## src/rtl/pcm_tx_pkg.sv

```systemverilog
package pcm_tx_pkg;

  typedef enum logic {
    LAW_MU = 1'b0,
    LAW_A  = 1'b1
  } law_e;

  // Alternate-bit mask starting at bit 0 (0x55 for an 8-bit word)
  function automatic logic [31:0] alt_mask(input int w);
    logic [31:0] m;
    m = '0;
    for (int i = 0; i < w; i += 2) m[i] = 1'b1;
    return m;
  endfunction

endpackage

```

## src/rtl/pcm_edge_sync.sv

```systemverilog
module pcm_edge_sync #(
  parameter int STAGES = 2
) (
  input  logic clk,
  input  logic rst_n,
  input  logic din,
  output logic lvl,
  output logic rise,
  output logic fall
);
  logic [STAGES:0] q;

  always_ff @(posedge clk or negedge rst_n) begin
    if (!rst_n) q <= '0;
    else        q <= {q[STAGES-1:0], din};
  end

  assign lvl  = q[STAGES-1];
  assign rise = q[STAGES-1] & ~q[STAGES];
  assign fall = ~q[STAGES-1] & q[STAGES];
endmodule

```

## src/rtl/pcm_sleep_watch.sv

```systemverilog
module pcm_sleep_watch #(
  parameter int LIMIT = 65536
) (
  input  logic clk,
  input  logic rst_n,
  input  logic activity,
  output logic sleep
);
  localparam int CW = $clog2(LIMIT + 1);

  logic [CW-1:0] idle_cnt;
  logic          pd_q;

  always_ff @(posedge clk or negedge rst_n) begin
    if (!rst_n) begin
      idle_cnt <= '0;
      pd_q     <= 1'b0;
    end else if (activity) begin
      idle_cnt <= '0;
      pd_q     <= 1'b0;
    end else if (idle_cnt == CW'(LIMIT)) begin
      pd_q <= 1'b1;
    end else begin
      idle_cnt <= idle_cnt + 1'b1;
    end
  end

  assign sleep = pd_q & ~activity;
endmodule

```

## src/rtl/pcm_slot_shifter.sv

```systemverilog
module pcm_slot_shifter #(
  parameter int WORD_W = 8,
  parameter int CNT_W  = $clog2(WORD_W + 1)
) (
  input  logic              clk,
  input  logic              rst_n,
  input  logic              b_lvl,
  input  logic              b_rise,
  input  logic              b_fall,
  input  logic              fs_lvl,
  input  logic              fs_rise,
  input  logic              sleep,
  input  logic [WORD_W-1:0] word,
  output logic              start,
  output logic              tx_d,
  output logic              tx_oe,
  output logic [CNT_W-1:0]  bit_cnt
);
  logic [WORD_W-1:0] sh_q;
  logic              act_q;
  logic              armed_q;

  assign start = armed_q & ~sleep & ((fs_rise & b_lvl) | (b_rise & fs_lvl));

  always_ff @(posedge clk or negedge rst_n) begin
    if (!rst_n) begin
      sh_q    <= '0;
      act_q   <= 1'b0;
      armed_q <= 1'b0;
      tx_d    <= 1'b0;
      tx_oe   <= 1'b0;
      bit_cnt <= '0;
    end else begin
      if (!fs_lvl) armed_q <= 1'b1;
      if (sleep) begin
        act_q <= 1'b0;
        tx_oe <= 1'b0;
      end else if (start) begin
        sh_q    <= word << 1;
        tx_d    <= word[WORD_W-1];
        bit_cnt <= CNT_W'(1);
        act_q   <= 1'b1;
        tx_oe   <= 1'b1;
        armed_q <= 1'b0;
      end else if (act_q && b_rise && bit_cnt < CNT_W'(WORD_W)) begin
        tx_d    <= sh_q[WORD_W-1];
        sh_q    <= sh_q << 1;
        bit_cnt <= bit_cnt + 1'b1;
      end else if (act_q && b_fall && bit_cnt == CNT_W'(WORD_W)) begin
        act_q <= 1'b0;
        tx_oe <= 1'b0;
      end
    end
  end
endmodule

```

## src/rtl/pcm_tx_port.sv

```systemverilog
module pcm_tx_port
  import pcm_tx_pkg::*;
#(
  parameter int WORD_W      = 8,
  parameter int SYNC_STAGES = 2,
  parameter int PD_LIMIT    = 65536
) (
  input  logic              clk,
  input  logic              rst_n,
  input  logic              bclk_i,
  input  logic              fsync_i,
  input  logic              alaw_i,
  input  logic [WORD_W-1:0] s_data,
  input  logic              s_valid,
  output logic              s_ready,
  output logic              tx_d,
  output logic              tx_oe
);
  localparam int CNT_W = $clog2(WORD_W + 1);
  localparam logic [WORD_W-1:0] ALT_MASK = WORD_W'(alt_mask(WORD_W));

  logic [1:0] raw_in, lvl, rise, fall;
  assign raw_in = {fsync_i, bclk_i};

  for (genvar g = 0; g < 2; g++) begin : g_sync
    pcm_edge_sync #(.STAGES(SYNC_STAGES)) u_sync (
      .clk  (clk),
      .rst_n(rst_n),
      .din  (raw_in[g]),
      .lvl  (lvl[g]),
      .rise (rise[g]),
      .fall (fall[g])
    );
  end

  logic b_lvl, b_rise, b_fall, fs_lvl, fs_rise, fs_chg;
  assign b_lvl   = lvl[0];
  assign b_rise  = rise[0];
  assign b_fall  = fall[0];
  assign fs_lvl  = lvl[1];
  assign fs_rise = rise[1];
  assign fs_chg  = rise[1] | fall[1];

  logic sleep;
  pcm_sleep_watch #(.LIMIT(PD_LIMIT)) u_watch (
    .clk     (clk),
    .rst_n   (rst_n),
    .activity(fs_chg),
    .sleep   (sleep)
  );

  // holding register: never stalls, newest byte wins
  logic [WORD_W-1:0] hold_q;
  assign s_ready = rst_n;
  always_ff @(posedge clk or negedge rst_n) begin
    if (!rst_n)                hold_q <= '0;
    else if (s_valid && s_ready) hold_q <= s_data;
  end

  law_e law;
  logic [WORD_W-1:0] word;
  assign law  = law_e'(alaw_i);
  assign word = (law == LAW_A) ? (hold_q ^ ALT_MASK) : hold_q;

  logic             start;
  logic [CNT_W-1:0] bit_cnt;
  pcm_slot_shifter #(.WORD_W(WORD_W), .CNT_W(CNT_W)) u_shift (
    .clk    (clk),
    .rst_n  (rst_n),
    .b_lvl  (b_lvl),
    .b_rise (b_rise),
    .b_fall (b_fall),
    .fs_lvl (fs_lvl),
    .fs_rise(fs_rise),
    .sleep  (sleep),
    .word   (word),
    .start  (start),
    .tx_d   (tx_d),
    .tx_oe  (tx_oe),
    .bit_cnt(bit_cnt)
  );
endmodule

```

## config.mk

```make
export PLATFORM = sky130hd
export DESIGN_NAME = pcm_tx_port
export DESIGN_NICKNAME = d
export VERILOG_FILES = /design/src/rtl/pcm_tx_pkg.sv /design/src/rtl/pcm_edge_sync.sv /design/src/rtl/pcm_sleep_watch.sv /design/src/rtl/pcm_slot_shifter.sv /design/src/rtl/pcm_tx_port.sv
export SDC_FILE = /design/constraint.sdc
export NUM_CORES = 1
export LEC_CHECK = 0
export BUFFER_PORTS_ARGS = -buffer_cell sky130_fd_sc_hd__buf_2
export CORE_ASPECT_RATIO = 0.8
export CORE_MARGIN = 5
export CORE_UTILIZATION = 59
export CTS_CLUSTER_SIZE = 8
export DETAILED_ROUTE_END_ITERATION = 6
export GPL_TIMING_DRIVEN = 0
export PLACE_DENSITY = 0.79
export SLEW_MARGIN = 20
export SYNTH_ARGS = -nofsm -noshare
export SYNTH_HDL_FRONTEND = slang
export SYNTH_SLANG_ARGS = --single-unit
export TNS_END_PERCENT = 50
```

## constraint.sdc

```tcl
create_clock -name clk -period 1.9 [get_ports clk]
set_input_delay 0.285 -clock clk [delete_from_list [all_inputs] [get_ports clk]]
set_output_delay 0.285 -clock clk [all_outputs]
set_load 0.05 [all_outputs]
```

==> flow_summary_export.csv <==
group,metric,value,unit
sta,max_freq,584,MHz
sta,grt_setup_unrepaired,"false",
layout,antenna_cells,0,
detailed_routing,drc,0,
sta,tightest_slew,0.571,ns
place,placedCellCount,249,
layout,layout.nets,233,
setup_path,required,2.08,ns
pwr,powerDensity,976,nW/µm²
detailed_routing,wl,3620,µm
detailed_routing,highest_layer,"met4",
clocking,cts_tree,"done",
layout,fin_util,69.3,%
yosys,syn_avg_cell_area,11.4,µm²
setup_path,critPathLaunchType,"flop",
setup_path,worst_r2r_path_depth,6,
clocking,clk_latency,0.30,ns
die,core-area,3490,µm²
clocking,cts.sinks,46,
clocking,cts_root_buffer,"clkbuf_8",
layout,drive_above_1_share,20.9,%
layout,nFillCells,280,
pwr,power.switching,664,µW
setup_path,cp.arrival,1.90,ns
sta,final.setup.worst_slack,0.189,ns
pwr,power_frac_seq,51.7,%
die,fp.dieArea,5000,µm²
pwr,total_leakage_power,1.14,nW
die,die_h,64.2,µm
sta,max_slew_margin,62.0,%
sta,hold_viol_final,46,
setup_path,crit_fanout,10,
global_routing,track_usage,17.3,%
sta,post-route-period-util,90.1,%
place,place_area,2300,µm²
sta,finalSetupViolations,0,
pwr,finalPower,2.36,mW
setup_path,r2r_start,"g_sync[1].u_sync.q[1]",
place,port_buffers,16,
setup_path,critPathTopFamily,"flip-flops",
detailed_routing,wl_met3,144,µm
layout,fin_cells,257,
setup_path,worst_path_max_delay_cell,"dfrtp_1",
layout,fin_area,2420,µm²
clocking,cts.path.max_buffers,2,
global_routing,grt-ovfl-total,0,
die,io_pins,17,
yosys,synth_fp_nets,210,
clocking,cts_resized,0,
pwr,comb_power_share,17.3,%
yosys,yosysUniqueCellTypes,34,
layout,final_common_cell,"dfrtp_1",
hold_path,hold_path.class,"primary input to asynchronous set/reset pin",
setup_path,r2r_end,"u_shift.sh_q[2]",
outcome,status,"complete, but fails checks",
yosys,synth-seq-area-share,53.1,%
clocking,cts_setup_buffers,0,
run,cap_viol_max_count,0,
pwr,p_clk_share,31.0,%
place,gp_congestion,0.817,
global_routing,antenna_found_initial,0,
setup_path,cp_cell_sequence,"ha_1 -> a21boi_2 -> nand3_1 -> buf_2 -> mux2i_1 -> a21oi_1",
die,initial_utilization,62.0,%
outcome,violations,"negative hold slack",
sta,finalSetupTns,0,ns
sta,fin_crit,1.71,ns
setup_path,end_kind,"flop",
place,dp_slack,-0.263,ns
yosys,yosys_warnings,0,
yosys,synth_edf_count,0,
sta,whs,-0.0283,ns
yosys,syn-cell-area,2170,µm²
detailed_routing,wl_per_cell,14.1,µm
clocking,clk_pin_slew_worst_paths,0.08,ns
yosys,syn_inst,191,
layout,area_growth,11.7,%
setup_path,max_stage_delay,0.42,ns
detailed_routing,drt-met1-wl,1760,µm
clocking,htreeDepth,2,
detailed_routing,viasPerCell,5.47,
die,fp.dieW,77.8,µm
setup_path,cp_num_buf_inv,1,
yosys,synth_ff_type,"dfrtp_1",
yosys,ys_ff_latch,46,
setup_path,critPathKind,"flop to flop",
detailed_routing,first_pass_iters,3,
layout,multi_input_area,955,µm²
detailed_routing,drtIter0Drc,79,
die,num_rows,19,
layout,register_area,1150,µm²
global_routing,grt_pass1_vias,1494,
clocking,ctsHoldBuffers,0,
detailed_routing,wl_met2,1650,µm
yosys,async_flop_share,100,%
global_routing,grt_pass1_wl,6870,µm
place,dpl.hpwl,2600,µm
pwr,peakVddDrop,0.632,mV
sta,report.final.slew_viol_count,0,
detailed_routing,postRouteAntennaNets,0,
pwr,swShare,28.1,%
clocking,cts_buffers,5,
global_routing,grt_max_degree,49,
setup_path,r2r_setup_slack,0.19,ns
layout,final_cell_mix,"dfrtp_1, buf_2, nor2_1, and2_1",
pwr,p_int,1.70,mW
detailed_routing,num_vias,1406,
sta,skew,0.00346,ns
## kinds of logic after synthesis
family	share of synthesized area, %
simple gates	19.2
flops	53.1
xor+xnor	7.67
compound gates	5.31
mux	8.77
buf+inv	3.06
fa+ha+maj	2.89
## registers in the layout (all words and copies together) (netlist names)
signal / cells
g_sync.u_sync.q: 6
hold_q: 8
u_shift.armed_q: 1
u_shift.bit_cnt: 4
u_shift.sh_q: 7
u_shift.tx_d: 1
u_shift.tx_oe: 1
u_watch.idle_cnt: 17
u_watch.pd_q: 1
## cells in the mapped netlist (2+ instances only)
master    number  area (µm²)
xnor2_1        9        78.8
nor2_1        13        48.8
nor4_1         2        12.5
mux2i_1       10         100
nand2_1       10        37.5
xor2_1        10        87.6
mux2_2         8        90.1
nor2b_1        2        12.5
nor4b_1        2        17.5
dfrtp_1       46        1150
ha_1           5        62.6
a21boi_1       3        22.5
and2_1        13        81.3
nand3_1        7        35.0
a21oi_1        9        45.0
o21a_1         2        15.0
buf_2          2        10.0
nor4_2         4        50.1
nand4_1        6        37.5
clkbuf_1       2        7.51
inv_1         10        37.5
o21ai_1        2        10.0
nor3_1         3        15.0
## worst reg2reg max path: stages, from the launching register on
cell and delay (ns):
dfrtp_1 0.42, ha_1 0.35, a21boi_2 0.19, nand3_1 0.13, buf_2 0.24, mux2i_1 0.19, a21oi_1 0.09
## how the worst max path moves through the flow
| stage | start | endpoint | cells past startpoint |
|---|---|---|---|
| finish | g_sync[1].u_sync.q[1] | u_shift.sh_q[2] | 6 |
| global route | u_watch.idle_cnt[0] | u_watch.idle_cnt[2] | 6 |
| CTS | rst_n | s_ready | 3 |
| detailed placement | rst_n | hold_q[6] | 3 |
| global placement | rst_n | hold_q[3] | 3 |
| floorplan | g_sync[1].u_sync.q[1] | u_shift.sh_q[2] | 6 |
## routing by layer
metal,vias to the layer above,track usage (%)
met1,681,22.8
met4,0,5.79
li1,702,-
met3,7,6.04
met5,-,0
met2,16,26.7
## area by class of cell
type / count / share of cell area (%)
buffer: 5 / 1.03
timing repair buffer: 16 / 3.41
clock buffer: 5 / 2.84
clock inverter: 3 / 1.86
tap: 42 / 2.17
multi-input combinational: 129 / 39.4
sequential: 46 / 47.5
inverter: 11 / 1.71
## power by group through the flow
stage / clock network [mW] / logic, mW / registers, mW
6_report: 0.733 / 0.409 / 1.22
5_1_grt: 0.799 / 0.476 / 1.25
4_1_cts: 0.747 / 0.415 / 1.22
3_5_place_dp: 0 / 0.411 / 1.24
3_3_place_gp: 0 / 0.393 / 1.23
2_1_floorplan: 0 / 0.276 / 1.26
Note: power is estimated with default switching activity, not from simulation.
